`config.mk`:
```
export PLATFORM = sky130hd
export DESIGN_NAME = dac_frame_tx
export DESIGN_NICKNAME = d
export VERILOG_FILES = /design/src/rtl/dac_tx_pkg.sv /design/src/rtl/dac_tx_ctrl.sv /design/src/rtl/dac_tx_dpath.sv /design/src/rtl/dac_frame_tx.sv
export SDC_FILE = /design/constraint.sdc
export NUM_CORES = 1
export LEC_CHECK = 0
export ABC_AREA = 1
export BUFFER_PORTS_ARGS = -buffer_cell sky130_fd_sc_hd__clkbuf_2
export CORE_MARGIN = 3
export CORE_UTILIZATION = 40
export CTS_CLUSTER_DIAMETER = 80
export DETAILED_ROUTE_END_ITERATION = 8
export PLACE_DENSITY_LB_ADDON = 0.12
export RECOVER_POWER = 50
export SYNTH_ARGS = -nofsm -noshare
export SYNTH_HDL_FRONTEND = slang
export SYNTH_SLANG_ARGS = --single-unit
```
`constraint.sdc`:
```
create_clock -name clk -period 3.55 [get_ports clk]
set_clock_uncertainty 0.1 [all_clocks]
set_input_delay 0.71 -clock clk [delete_from_list [all_inputs] [get_ports clk]]
set_output_delay 0.71 -clock clk [all_outputs]
set_load 0.1 [all_outputs]
```
`src/rtl/dac_tx_pkg.sv`:
```
package dac_tx_pkg;

  typedef enum logic [2:0] {
    ST_IDLE,
    ST_SETUP,
    ST_SHIFT_HI,
    ST_SHIFT_LO,
    ST_GAP,
    ST_HOLD,
    ST_SYNC_HI
  } txState_e;

  // one-cycle commands from control to datapath
  typedef struct packed {
    logic load;
    logic sclkRise;
    logic sclkFall;
    logic shift;
    logic park;
    logic syncSet;
    logic syncClr;
  } txStrobe_t;

endpackage

```
`src/rtl/dac_tx_ctrl.sv`:
```
module dac_tx_ctrl
  import dac_tx_pkg::*;
#(
  parameter int DIV_W   = 8,
  parameter int GAP_W   = 8,
  parameter int HI_W    = 8,
  parameter int FRAME_W = 16
) (
  input  logic             clk,
  input  logic             rstN,
  input  logic             inValid,
  input  logic             splitMode,
  input  logic [DIV_W-1:0] divCount,
  input  logic [GAP_W-1:0] gapCount,
  input  logic [HI_W-1:0]  syncHiCount,
  output logic             inReady,
  output logic             busy,
  output txStrobe_t        strobe
);

  localparam int TMR_A   = (DIV_W > GAP_W) ? DIV_W : GAP_W;
  localparam int TMR_W   = (TMR_A > HI_W) ? TMR_A : HI_W;
  localparam int BIT_W   = $clog2(FRAME_W);
  localparam int BURST_W = FRAME_W / 2;

  txState_e           state, stateN;
  logic [TMR_W-1:0]   tmr, tmrN;
  logic [BIT_W-1:0]   bitCnt, bitCntN;
  logic [DIV_W-1:0]   divL;
  logic [GAP_W-1:0]   gapL;
  logic [HI_W-1:0]    hiL;
  logic               splitL;
  logic               lastTick;

  function automatic logic [TMR_W-1:0] atLeastOne(input logic [TMR_W-1:0] v);
    return (v == '0) ? TMR_W'(1) : v;
  endfunction

  assign lastTick = (tmr == TMR_W'(1));
  assign inReady  = (state == ST_IDLE);
  assign busy     = (state != ST_IDLE);

  always_comb begin
    stateN  = state;
    tmrN    = lastTick ? tmr : tmr - TMR_W'(1);
    bitCntN = bitCnt;
    strobe  = '0;
    case (state)
      ST_IDLE: begin
        tmrN = tmr;
        if (inValid) begin
          stateN      = ST_SETUP;
          tmrN        = atLeastOne(TMR_W'(divCount));
          bitCntN     = BIT_W'(FRAME_W - 1);
          strobe.load = 1'b1;
        end
      end
      ST_SETUP: if (lastTick) begin
        stateN          = ST_SHIFT_HI;
        tmrN            = atLeastOne(TMR_W'(divL));
        strobe.sclkRise = 1'b1;
      end
      ST_SHIFT_HI: if (lastTick) begin
        stateN          = ST_SHIFT_LO;
        tmrN            = atLeastOne(TMR_W'(divL));
        strobe.sclkFall = 1'b1;
      end
      ST_SHIFT_LO: if (lastTick) begin
        if (bitCnt == '0) begin
          stateN      = ST_HOLD;
          tmrN        = TMR_W'(1);
          strobe.park = 1'b1;
        end else if (splitL && bitCnt == BIT_W'(BURST_W)) begin
          stateN = ST_GAP;
          tmrN   = atLeastOne(TMR_W'(gapL));
        end else begin
          stateN          = ST_SHIFT_HI;
          tmrN            = atLeastOne(TMR_W'(divL));
          bitCntN         = bitCnt - BIT_W'(1);
          strobe.sclkRise = 1'b1;
          strobe.shift    = 1'b1;
        end
      end
      ST_GAP: if (lastTick) begin
        stateN          = ST_SHIFT_HI;
        tmrN            = atLeastOne(TMR_W'(divL));
        bitCntN         = bitCnt - BIT_W'(1);
        strobe.sclkRise = 1'b1;
        strobe.shift    = 1'b1;
      end
      ST_HOLD: begin
        stateN         = ST_SYNC_HI;
        tmrN           = atLeastOne(TMR_W'(hiL));
        strobe.syncSet = 1'b1;
      end
      ST_SYNC_HI: if (lastTick) begin
        stateN         = ST_IDLE;
        strobe.syncClr = 1'b1;
      end
      default: stateN = ST_IDLE;
    endcase
  end

  always_ff @(posedge clk or negedge rstN) begin
    if (!rstN) begin
      state  <= ST_IDLE;
      tmr    <= TMR_W'(1);
      bitCnt <= '0;
      divL   <= '0;
      gapL   <= '0;
      hiL    <= '0;
      splitL <= 1'b0;
    end else begin
      state  <= stateN;
      tmr    <= tmrN;
      bitCnt <= bitCntN;
      if (strobe.load) begin
        divL   <= divCount;
        gapL   <= gapCount;
        hiL    <= syncHiCount;
        splitL <= splitMode;
      end
    end
  end


  accept_chk: assert property (@(posedge clk) disable iff (!rstN)
    (inReady && inValid) |=> (busy && !inReady));

endmodule

```
`src/rtl/dac_tx_dpath.sv`:
```
module dac_tx_dpath
  import dac_tx_pkg::*;
#(
  parameter int ADDR_W  = 2,
  parameter int OP_W    = 2,
  parameter int DATA_W  = 12,
  parameter int FRAME_W = ADDR_W + OP_W + DATA_W
) (
  input  logic              clk,
  input  logic              rstN,
  input  txStrobe_t         strobe,
  input  logic [ADDR_W-1:0] inAddr,
  input  logic [OP_W-1:0]   inOp,
  input  logic [DATA_W-1:0] inData,
  output logic              syncOut,
  output logic              sclkOut,
  output logic              dinOut
);

  logic [FRAME_W-1:0] shReg;
  logic [FRAME_W-1:0] frameWord;

  assign frameWord = {inAddr, inOp, inData};

  always_ff @(posedge clk or negedge rstN) begin
    if (!rstN) begin
      shReg   <= '0;
      syncOut <= 1'b0;
      sclkOut <= 1'b0;
      dinOut  <= 1'b0;
    end else begin
      if (strobe.load) begin
        shReg  <= frameWord << 1;
        dinOut <= frameWord[FRAME_W-1];
      end
      if (strobe.shift) begin
        shReg  <= shReg << 1;
        dinOut <= shReg[FRAME_W-1];
      end
      if (strobe.sclkRise) sclkOut <= 1'b1;
      if (strobe.sclkFall) sclkOut <= 1'b0;
      if (strobe.park) begin
        sclkOut <= 1'b0;
        dinOut  <= 1'b0;
      end
      if (strobe.syncSet) syncOut <= 1'b1;
      if (strobe.syncClr) syncOut <= 1'b0;
    end
  end


  din_hold_chk: assert property (@(posedge clk) disable iff (!rstN)
    $fell(sclkOut) |-> $stable(dinOut));


  sync_fall_chk: assert property (@(posedge clk) disable iff (!rstN)
    $fell(syncOut) |-> (!sclkOut && $past(!sclkOut)));

endmodule

```
`src/rtl/dac_frame_tx.sv`:
```
module dac_frame_tx #(
  parameter int ADDR_W = 2,
  parameter int OP_W   = 2,
  parameter int DATA_W = 12,
  parameter int DIV_W  = 8,
  parameter int GAP_W  = 8,
  parameter int HI_W   = 8
) (
  input  logic              clk,
  input  logic              rstN,
  input  logic              inValid,
  output logic              inReady,
  input  logic [ADDR_W-1:0] inAddr,
  input  logic [OP_W-1:0]   inOp,
  input  logic [DATA_W-1:0] inData,
  input  logic              splitMode,
  input  logic [DIV_W-1:0]  divCount,
  input  logic [GAP_W-1:0]  gapCount,
  input  logic [HI_W-1:0]   syncHiCount,
  output logic              busy,
  output logic              syncOut,
  output logic              sclkOut,
  output logic              dinOut
);

  localparam int FRAME_W = ADDR_W + OP_W + DATA_W;
  localparam int CNT_W   = $clog2(FRAME_W + 1);

  dac_tx_pkg::txStrobe_t strobe;

  dac_tx_ctrl #(
    .DIV_W(DIV_W), .GAP_W(GAP_W), .HI_W(HI_W), .FRAME_W(FRAME_W)
  ) uCtrl (
    .clk(clk), .rstN(rstN), .inValid(inValid), .splitMode(splitMode),
    .divCount(divCount), .gapCount(gapCount), .syncHiCount(syncHiCount),
    .inReady(inReady), .busy(busy), .strobe(strobe)
  );

  dac_tx_dpath #(
    .ADDR_W(ADDR_W), .OP_W(OP_W), .DATA_W(DATA_W), .FRAME_W(FRAME_W)
  ) uDpath (
    .clk(clk), .rstN(rstN), .strobe(strobe),
    .inAddr(inAddr), .inOp(inOp), .inData(inData),
    .syncOut(syncOut), .sclkOut(sclkOut), .dinOut(dinOut)
  );

  // checker state: falling edges seen since select last went low
  logic             sclkPrev;
  logic [CNT_W-1:0] fallCnt;

  always_ff @(posedge clk or negedge rstN) begin
    if (!rstN) begin
      sclkPrev <= 1'b0;
      fallCnt  <= '0;
    end else begin
      sclkPrev <= sclkOut;
      if (syncOut) fallCnt <= '0;
      else if (sclkPrev && !sclkOut) fallCnt <= fallCnt + CNT_W'(1);
    end
  end


  fall_count_chk: assert property (@(posedge clk) disable iff (!rstN)
    $rose(syncOut) |-> (fallCnt == CNT_W'(FRAME_W)));


  close_gap_chk: assert property (@(posedge clk) disable iff (!rstN)
    $rose(syncOut) |-> (!sclkOut && !dinOut && $past(!sclkOut) && $past(!sclkOut, 2)));


  idle_lines_chk: assert property (@(posedge clk) disable iff (!rstN)
    inReady |-> (!syncOut && !sclkOut && !dinOut && !busy));

endmodule

```
* Word-level counts from Yosys, hierarchy flattened
Index checks and enable logic that the tools add are counted.
** Word-level totals
- Register bits after elaboration :: 59
- Bits in latches :: 0
- Memory bits (writable) :: 0
- Bits in read-only memories :: 0
- Input port bits :: 44
- Logic and storage cells :: 95
- Memories :: 0
** Operators by class
- Add/sub/neg operators :: 2
- Multipliers :: 0
- Div/mod/pow operators :: 0
- $lt $le $gt $ge :: 0
- Eq/ne operators :: 16
- Shifts and indexed selects :: 0
- Multiplexer cells :: 49
- Bitwise gates (word level) :: 0
- Reductions and logical operators :: 17
** Operator list (count)
- $mux W8 :: 10
- $logic_not A8 Y1 :: 4
- $mux W16 :: 2
- $pmux W8 S4 :: 1
- $mux W3 :: 7
- $mux W4 :: 5
- $mux W1 :: 19
- $pmux W3 S6 :: 1
- $pmux W4 S3 :: 1
- $reduce_bool A3 Y1 :: 4
- $ne A2 B1 Y1 const B :: 5
- $eq A3 B3 Y1 const B :: 3
- $eq A8 B1 Y1 const B :: 1
- $sub A8 B1 Y8 const B :: 1
- $eq A3 B2 Y1 const B :: 2
- $ne A2 B2 Y1 const B :: 3
- $reduce_and A6 Y1 :: 1
- $reduce_and A5 Y1 :: 1
- $eq A4 B4 Y1 const B :: 1
- $logic_not A4 Y1 :: 1
- $pmux W1 S2 :: 2
- $reduce_bool A2 Y1 :: 2
- $sub A4 B1 Y4 const B :: 1
- $eq A3 B1 Y1 const B :: 1
- 5 further kinds :: 5

* Logic depth before layout (Yosys ltp)
Gate-level depths: netlist of run 1.
- Depth in word-level cells :: 9
- Depth in mapped cells :: 13
- Gate-level depth less buffers :: 13

* By module
Synthesis of run 1 repeated with hierarchy kept, for this count alone.
** Second synthesis, totals
- Cell total of the unflattened synthesis :: 490
- Area total of the unflattened synthesis :: 3372.0 µm²
** Modules (own cells, without submodules)
- dac_tx_ctrl :: times used 1, cells an instance 363, area each 2472.4 µm², sequential area each 1002.2 µm²
- dac_tx_dpath :: times used 1, cells an instance 127, area each 899.6 µm², sequential area each 450.4 µm²

* Worst setup path after synthesis of run 1
No wires, ideal clock.
- Path kind :: reg2reg
- Start point :: reg uCtrl.state[0]
- End point :: reg uDpath.shReg[10]
- Setup time :: 0.124 ns
- Arrival :: 1.780 ns
- Slack :: 1.547 ns
- Cell stages (with the launch flop) :: 11
- Path buffers :: 2
- Period minus slack after synthesis :: 2.003 ns
- Cell sequence :: dfrtp_1 inv_1 nand2_1 nor2_4 nand2_2 buf_6 nand2_4 inv_4 buf_6 nand2_1 nand3_1
** Between the ends
- Longest elaborated chain between the ends :: 3
- Elaborated cells between the ends (all ways) :: 7
- Those cells by class :: 2 x eq/ne; 3 x mux; 2 x reduce/logical
** RTL lines
- start: declaration :: RTL line dac_tx_ctrl.sv:26 : txState_e state, stateN;
- start signal: assignment :: RTL line dac_tx_ctrl.sv:114 : state <= stateN;
- $logic_not A3 Y1
- via inReady :: RTL line dac_frame_tx.sv:12 : output logic inReady,
- $mux W1 :: RTL line dac_tx_ctrl.sv:48 : case (state)
- $reduce_bool A2 Y1 (no line)
- end signal: assignment :: RTL line dac_tx_dpath.sv:33 : shReg <= frameWord << 1;
- end signal: assignment :: RTL line dac_tx_dpath.sv:37 : shReg <= shReg << 1;
- end: declaration :: RTL line dac_tx_dpath.sv:20 : logic [FRAME_W-1:0] shReg;
The timed path passes the listed nets, and every way through them passes these cells.
A chain may end at the register's enable or synchronous reset.

* Final worst setup path of run 1
- Start point :: reg uCtrl.state[0]
- End point :: reg uDpath.shReg[15]
** Between the ends
- Longest elaborated chain between the ends :: 3
- Elaborated cells between the ends (all ways) :: 7
- Those cells by class :: 2 x eq/ne; 3 x mux; 2 x reduce/logical
** RTL lines (RTL line)
- $eq A3 B3 Y1 (tied with other cells) :: dac_tx_ctrl.sv:48
- $pmux W1 S2 / $mux W1 (equally long branches) :: dac_tx_ctrl.sv:48
- $mux W16 / $reduce_bool A2 Y1 (equally long branches)
Parallel ways exist; a longest one is shown, timed or not.

==> results.md, run 1 <==
- The post-synthesis compound-gate area fraction was 0.1056.
- The worst hold margin is 380.9 ps.
- After synthesis, the largest family of logic cells by area is simple AND/OR/NAND/NOR gates.
- The placed instances occupy a cell area of 3636 um2.
- Summed over all cells, the static leakage comes to 2.019 nW.
- Together, buffers and inverters on the worst path number 2.
- Summing all non-filler instances in the final layout gives an area of 3816 um2.
- The worst setup path is of the reg2reg kind.
- The first detailed-routing pass took 4 iterations.
- The worst pin sits at a relative slew slack of 0.02585.
- Counting instances, the worst hold path has a depth of 2.
- After the first detailed-routing iteration, the DRC count stood at 152.
- The power per cell area is 842.9 nW/um2.
- The initial antenna violation count was 0.
- The flow ran to the end, and the final reports show no timing, DRC or antenna violations.
- Clock tree synthesis selected as its root buffer the cell clkbuf_8.
- The cell family contributing the most delay on the critical path is simple AND/OR/NAND/NOR gates.
- After clock tree synthesis, the clock-pin slew on the worst setup and hold paths is 60 ps.
- The final wirelength is 7.791 mm.
- The global routing usage summed across all routing layers is 0.1764.
- The number of buffers added on ports is 48.
- The post-CTS setup buffer count is 0.
- The Yosys step of the flow raised 0 warnings.
- Leaving out fill and tap cells, the most frequent cell in the layout is nand2_1.
- The destination of the worst register-to-register timing path is uDpath.shReg[15].
- The clock net sink count is 58.
- The area overhead of the layout relative to synthesis is 14.19%.
- The critical hold path startpoint is uCtrl.gapL[0].
- The synthesized design contains 0 enable-type register cells.
- The global-route wire length before repair is 13.66 mm.
- The top cell types in the final layout, fill and taps aside, are nand2_1, dfrtp_1, inv_1.
- The slew at the pin closest to its max-slew limit is 1461 ps.
- After global routing the overflow that remains totals 0.
- The path depth of the worst reg2reg path is 7.
- The maximum vdd ir drop is 0.3015 mV.
- In the synthesized netlist the dominant register cell turns out to be dfrtp_1.
- The worst-path cell with the longest stage delay is inv_2.
- The startpoint identified for the worst register-to-register timing path is uCtrl.state[0].
- The proportion of register bits with asynchronous set or reset after synthesis is 1.000.
- Max-cap violations in this run came to 0.
- Once routing completed, OpenROAD measured the worst setup slack at 922.0 ps.
- The post-detailed-route count of antenna-violating nets is 0.
- From bottom edge to top edge, the die measures 97.41 um.
- Setup violations remaining at the end of the flow were counted as 0.
- Measured on the finished design, the core utilization comes to 0.4814.
- Along the worst path, the maximum fanout reaches 49.
- The via count of the first global-routing pass is 2,914.
- The total negative slack for setup checks is 0 ps.
- During I/O placement, the number of pins put on the boundary was 49.
- 0 antenna diodes ended up in the layout.
- The fraction of the cycle the final worst path needs is 0.7403.
- The post-synthesis mux area share is 0.
- Once detailed placement completed, the half-perimeter wirelength came to 5.848 mm.
- Timing would allow up to 380.5 MHz.
- The parity-gate share of the synthesized area counting xor and xnor cells is 0.005241.
- Buffers inserted to repair hold after CTS numbered 0.
- The number of rows in the core area is 32.
- A synthesized cell averages 7.156 um2.
- The core region is 7928 um2.
- The adder-cell share of the synthesized area is 0.01498.
- The startpoint class of the critical path is a register.
- The placer's final routability congestion estimate is 0.8905.
- The final layout contains 563 nets.
- The maximum number of pins on one net before global-route repair is 59.
- The TritonCTS clock tree is done.
- For this configuration, the core starts out at a cell density of 0.4216.
- The synthesized design contains 58 register bits.
- After layout, the minimum clock period comes to 2628 ps.
- The signal on the critical path passes through inv_1 > nand2_1 > nor2_1 > nand2_1 > inv_2 > nand2_1 > nand3_1.
- The largest stage delay on the critical path is 740 ps.
- In this run, CTS created clock tree buffers numbering 9.
- The net count of the mapped netlist is 515.
- The synthesized netlist contains 36 unique library cells.
- The register-to-register setup slack is 920 ps.
- The cell area after technology mapping is 3342 um2.
- After detailed routing, the average wire length per cell comes to 12.55 um.
- The count of mapped cells out of synthesis is 467.
- In the final layout, the share of cells above drive strength 1 is 0.1753.
- The count of instances resized after the clock tree is built is 0.
- The hold violation count in the final report is 0.
- The worst path arrival time is 2800 ps.
- For this run, the register share of the synthesized area comes to 0.4347.
- The simple-gate portion of the synthesized area is 0.3407.
- The area enclosed by the die boundary is 9488 um2.
- The clock passes through at most 2 buffers.
- The worst setup path is captured at a register.
- The dominant cell type by count on the critical path is nand2_1.
- The later pin in the worst-skew pair is clocked with a latency of 330 ps.
- Using the TritonRoute via totals, the vias-per-cell ratio works out to 4.779.
- Setup repair after global routing left no endpoint under its margin.
- The max-slew violation count is 0.
- Before CTS, the worst setup slack after placement is 1363 ps.
- In this run the horizontal extent of the chip is 97.41 um.
- For hold timing, the worst endpoint is uCtrl.gapL[0].
- The data required time at the worst endpoint is 3720 ps.
- The number of remaining DRC errors is 0.
- The H-tree generated during clock tree synthesis spans 3 levels.
- Summing over every cut layer, the via total after detailed routing is 2,968.
- The class of the most critical hold timing path is reg2reg.
[worst max path at each step]
stage,start,end,depth (start not counted)
CTS,uCtrl.state[2],busy,3
floorplan,uCtrl.state[0],uDpath.shReg[10],10
global route,uCtrl.state[1],uCtrl.hiL[1],7
global placement,uCtrl.state[2],busy,3
finish,uCtrl.state[0],uDpath.shReg[15],7
detailed placement,uCtrl.state[2],busy,3
[state kept, by name, summed over array words and instances, names as in the netlist]
register / cells
uCtrl.divL: 8
uCtrl.splitL: 1
uCtrl.tmr: 8
uDpath.dinOut: 1
uCtrl.bitCnt: 4
uDpath.shReg: 15
uDpath.sclkOut: 1
uDpath.syncOut: 1
uCtrl.state: 3
uCtrl.hiL: 8
uCtrl.gapL: 8
[synthesized netlist by cell type (5+ instances only)]
library cell | instances | area [um2]
buf_2 | 5 | 25.02
nor2_1 | 42 | 157.7
nand2_2 | 5 | 31.28
inv_2 | 8 | 30.03
dfrtp_1 | 57 | 1426
nand3_1 | 37 | 185.2
o22ai_1 | 6 | 37.54
inv_1 | 55 | 206.5
o21ai_1 | 9 | 45.04
a21oi_1 | 5 | 25.02
o21ai_0 | 32 | 160.2
nand2_1 | 165 | 619.3
[stage by stage]
step / total power, mW / cells
floorplan: 2.321 / 467
global placement: 2.622 / 606
detailed placement: 2.653 / 606
CTS: 3.268 / 621
global route: 3.544 / 621
finish: 3.217 / 621
[worst register-to-register path, stage by stage, from the launching register on]
cell and delay [ps]:
dfrtp_1 440, inv_1 100, nand2_1 70, nor2_1 330, nand2_1 530, inv_2 740
nand2_1 140, nand3_1 110
[logic make-up (layout without fill, tap and decap cells)]
kind of cell	count (synthesis)	in the layout
buf+inv	77	129
fa+ha+maj	4	4
flops	58	58
simple gates	265	265
xor+xnor	2	2
compound gates	61	61
[power by group]
| group | switching [mW] | total (mW) | leakage, nW | internal, mW |
|---|---|---|---|---|
| Sequential | 0.190 | 1.16 | 0.702 | 0.966 |
| Combinational | 1.01 | 1.46 | 1.22 | 0.454 |
| Clock | 0.261 | 0.597 | 0.0941 | 0.336 |
| Total | 1.46 | 3.22 | 2.02 | 1.76 |
[metal layers]
| layer | part of all wire | routed length (um) | GRT usage |
|---|---|---|---|
| met5 | 0 | 0 | 0 |
| met4 | 0.0098 | 76 | 0.05218 |
| met3 | 0.045 | 353 | 0.04092 |
| met2 | 0.44 | 3466 | 0.2720 |
| met1 | 0.50 | 3895 | 0.2474 |
[layout make-up]
cell class / count / area [um2]
fill: 842 / 4111
sequential: 58 / 1453
timing repair buffer: 49 / 245.2
inverter: 65 / 249.0
clock buffer: 10 / 137.6
clock inverter: 5 / 55.05
tap: 102 / 127.6
multi-input combinational: 332 / 1549
Power figures use the tool's default switching activity.
==> inputs of run 2 (changes only) <==
==> constraint.sdc (replaced) <==
create_clock -name clk -period 2.2 [get_ports clk]
set_clock_uncertainty 0.1 [all_clocks]
set_input_delay 0.44 -clock clk [delete_from_list [all_inputs] [get_ports clk]]
set_output_delay 0.44 -clock clk [all_outputs]
set_load 0.1 [all_outputs]
==> run 2 against run 1 <==
Global-route usage grew 0.29 points. Combinational power grew 71%. Worst setup slack lost 760 ps. Critical path type is now reg2out. Register-to-register slack lost 660 ps. Core utilization grew 0.54 points. First-iteration DRC count grew 17%. Wire length grew 3.3%. Sequential power grew 62%. Non-clock buffer count grew 3. Final cell count grew 0.64%. Final area grew 1.1%. Critical endpoint is now busy. Highest routed layer unchanged. Critical path depth shrank 4.
==> results.md, run 2 (synthesis gave the netlist of run 1 again) <==
- The number of buffers added on ports is 48 (unchanged).
- The count of instances resized after the clock tree is built is 0 (unchanged).
- The total inserted antenna cells is 0 (unchanged).
- STA classifies the critical path startpoint as a register.
- The type of destination of the critical path is an output port.
- The number of buffer and inverter stages on the critical path was 2 (unchanged).
- The number of nets in the finished design was 566 (+0.53%).
- The worst path arrival time is 1500 ps (-1300 ps).
- The max-slew violation count was 0 (unchanged).
- The clock transition at the register clock pins on the worst setup and hold paths after CTS is 60 ps (about the same).
- The uppermost layer routed is met4.
- The number of iterations in the first detailed-routing pass is 4 (unchanged).
- The wire length on met3 is 328 um (-7.1%).
- The reported max-cap violation count is 0 (unchanged).
- The maximum buffer depth of the clock tree is 2 (unchanged).
- The maximum vdd ir drop is 0.4839 mV (+60%).
- The slew at the pin closest to its max-slew limit is 1251 ps (-210.4 ps).
- The detailed route wirelength on metal2 was 3.637 mm (+4.9%).
- The average wire per standard cell came to 12.88 um (+2.6%).
- The area of the multi-input gates is 1559 um2 (+0.65%).
- The total grt overflow is 0 (unchanged).
- The clock network latency to the later pin of the worst-skew pair is 340 ps (about the same).
- The final number of setup-violating endpoints is 0 (unchanged).
- The post-CTS setup buffer count is 0 (unchanged).
- The clock net sink count is 58 (unchanged).
- The kind of critical path is reg2out.
- The die boundary height is 97.41 um (unchanged).
- The routed design could run at a clock period as short as 2037 ps.
- The worst register-to-register path ends at uDpath.shReg[2].
- The largest register by flop count is uDpath.shReg.
- The fmax is 491.0 MHz.
- The number of H-tree levels is 3 (unchanged).
- The terminating pin of the worst hold path is uCtrl.splitL.
- Setup repair after global routing left no endpoint under its margin.
- The global-route wire length before repair was 13.70 mm (+0.35%).
- In this run the critical register-to-register path is launched from uCtrl.tmr[0].
- The number of remaining DRC errors is 0 (unchanged).
- The cell sitting at the root of the clock tree is a clkbuf_8.
- On the critical path, the stage with the largest delay is an instance of dfrtp_1.
- The starting density of the core is 0.4216 (unchanged).
- The largest stage delay on the critical path is 650 ps (-90 ps).
- The maximum number of pins on one net before global-route repair is 39 (-34%).
- The post-detailed-route count of antenna-violating nets was 0 (unchanged).
- The total via count in the routed design came to 3,024 (+1.9%).
- The worst slew margin relative to its limit is 0.1661 (+0.1403).
- The layout filler cell count came to 847 (+0.59%).
- The post-detailed-route via-to-cell ratio is 4.838 (+1.2%).
- The run finished with clean final reports.
- The startpoint identified for the worst hold timing path is splitMode.
- The number of flip-flops in the largest register is 15 (unchanged).
- The hold buffer count at cts is 0 (unchanged).
- The top cell family by delay on the critical path is flip-flops.
- The area enclosed by the die boundary is 9488 um2 (unchanged).
- The standard cell core area is 7928 um2 (unchanged).
- Compared with the post-synthesis result, the final layout area differs by 15.46%.
- The worst hold path cell count is 3 (+1).
- The die width came to 97.41 um (unchanged).
- The register-to-register setup slack came to 260 ps (-660 ps).
- The via count of the first global-routing pass is 2,903 (-0.38%).
- The wire length the detailed router placed on met1 came to 4.013 mm (+3.0%).
- The number of rows in the core area was 32 (unchanged).
- The fraction of layout cells with a size suffix above 1 came to 0.1797 (+0.004395).
- The data required time at the worst endpoint is 1660 ps (-2060 ps).
- The fraction of the cycle the final worst path needs is 0.9257.
- The hold violation count in the final report is 0 (unchanged).
- The total negative slack for setup checks is 0 ps (unchanged).
- The critical path goes through inv_2 > nand2_4 > buf_12.
- The initial DRC count is 178 (+17%).
- The I/O pin total is 49 (unchanged).
- The initial antenna violation count is 0 (unchanged).
- The maximum fanout encountered on the critical timing path came to 10 (-80%).
- The global routing usage summed across all routing layers is 0.1793 (+0.002869).
- The post-placement cell area is 3701 um2 (+1.8%).
- Leaving out fill and tap cells, the most frequent cells in the layout are nand2_1, dfrtp_1, inv_1.
- The reported leakage power was 2.036 nW (+0.82%).
- The path depth of the worst reg2reg path came to 10 (+3).
- The final instance area is 3859 um2 (+1.1%).
- The half-perimeter wire length of the detailed placement result is 6.186 mm (+5.8%).
- The number of clock buffers inserted by TritonCTS is 9 (unchanged).
- TritonCTS built the clock tree.
- The placer's final routability congestion estimate is 0.8475 (-4.8%).
- The most common cell after layout, fill and taps aside is nand2_1.
- The path class of the tightest hold or removal check is in2reg.
- The final wirelength is 8.048 mm (+3.3%).
- The area used by sequential logic in the layout is 1453 um2 (unchanged).
- The power per cell area is 1359 nW/um2 (+61%).
## run 2: cell count changes in the layout (fill, tap and decap cells not counted), moves of 2 or more
cell / change
clkbuf_2: -4
buf_4: +3
buf_12: +2
clkbuf_1: +2
## run 2: layout make-up
type,count,area share
Clock buffer,11,0.03664
Clock inverter,5,0.007782
Inverter,65,0.06453
Multi-Input combinational cell,332,0.4040
Sequential cell,58,0.3765
Tap cell,102,0.03307
Timing Repair Buffer,52,0.07750
## run 2: worst max-delay path by stage
stage,from,to,depth (start not counted)
after CTS,uCtrl.state[2],busy,3
after global placement,uCtrl.tmr[0],uDpath.shReg[2],10
after detailed placement,uCtrl.tmr[0],uDpath.shReg[2],10
after global routing,uCtrl.tmr[0],uDpath.shReg[2],10
after floorplan,uCtrl.state[0],uDpath.shReg[10],10
final,uCtrl.state[2],busy,3
## run 2: tightest hold or removal path, cell delays in order
cell and delay [ps]:
clkbuf_2 70, nand2_1 40, nand2_1 40
## run 2: metal layers
metal / vias up / global-route usage
met1: 1385 / 0.2518
li1: 1565 / -
met5: - / 0
met2: 67 / 0.2820
met3: 7 / 0.03374
met4: 0 / 0.05325
## run 2: where the power goes
part | total [mW] | leakage [nW] | internal (mW) | switching [mW]
sequential | 1.88 | 0.702 | 1.56 | 0.323
combinational | 2.49 | 1.25 | 0.810 | 1.68
clock | 0.876 | 0.0851 | 0.433 | 0.443
## run 2: metrics by stage
step	util	instances	total power, mW	hold WS (ps)	setup WS [ps]
CTS	0.4885	625	5.283	20.39	154.8
global route	0.4867	625	5.730	210.9	86.93
global placement	0.4669	609	4.362	368.5	336.1
finish	0.4867	625	5.244	195.8	163.4
floorplan	-	467	3.746	44.41	196.6
detailed placement	0.4669	609	4.393	371.8	251.0
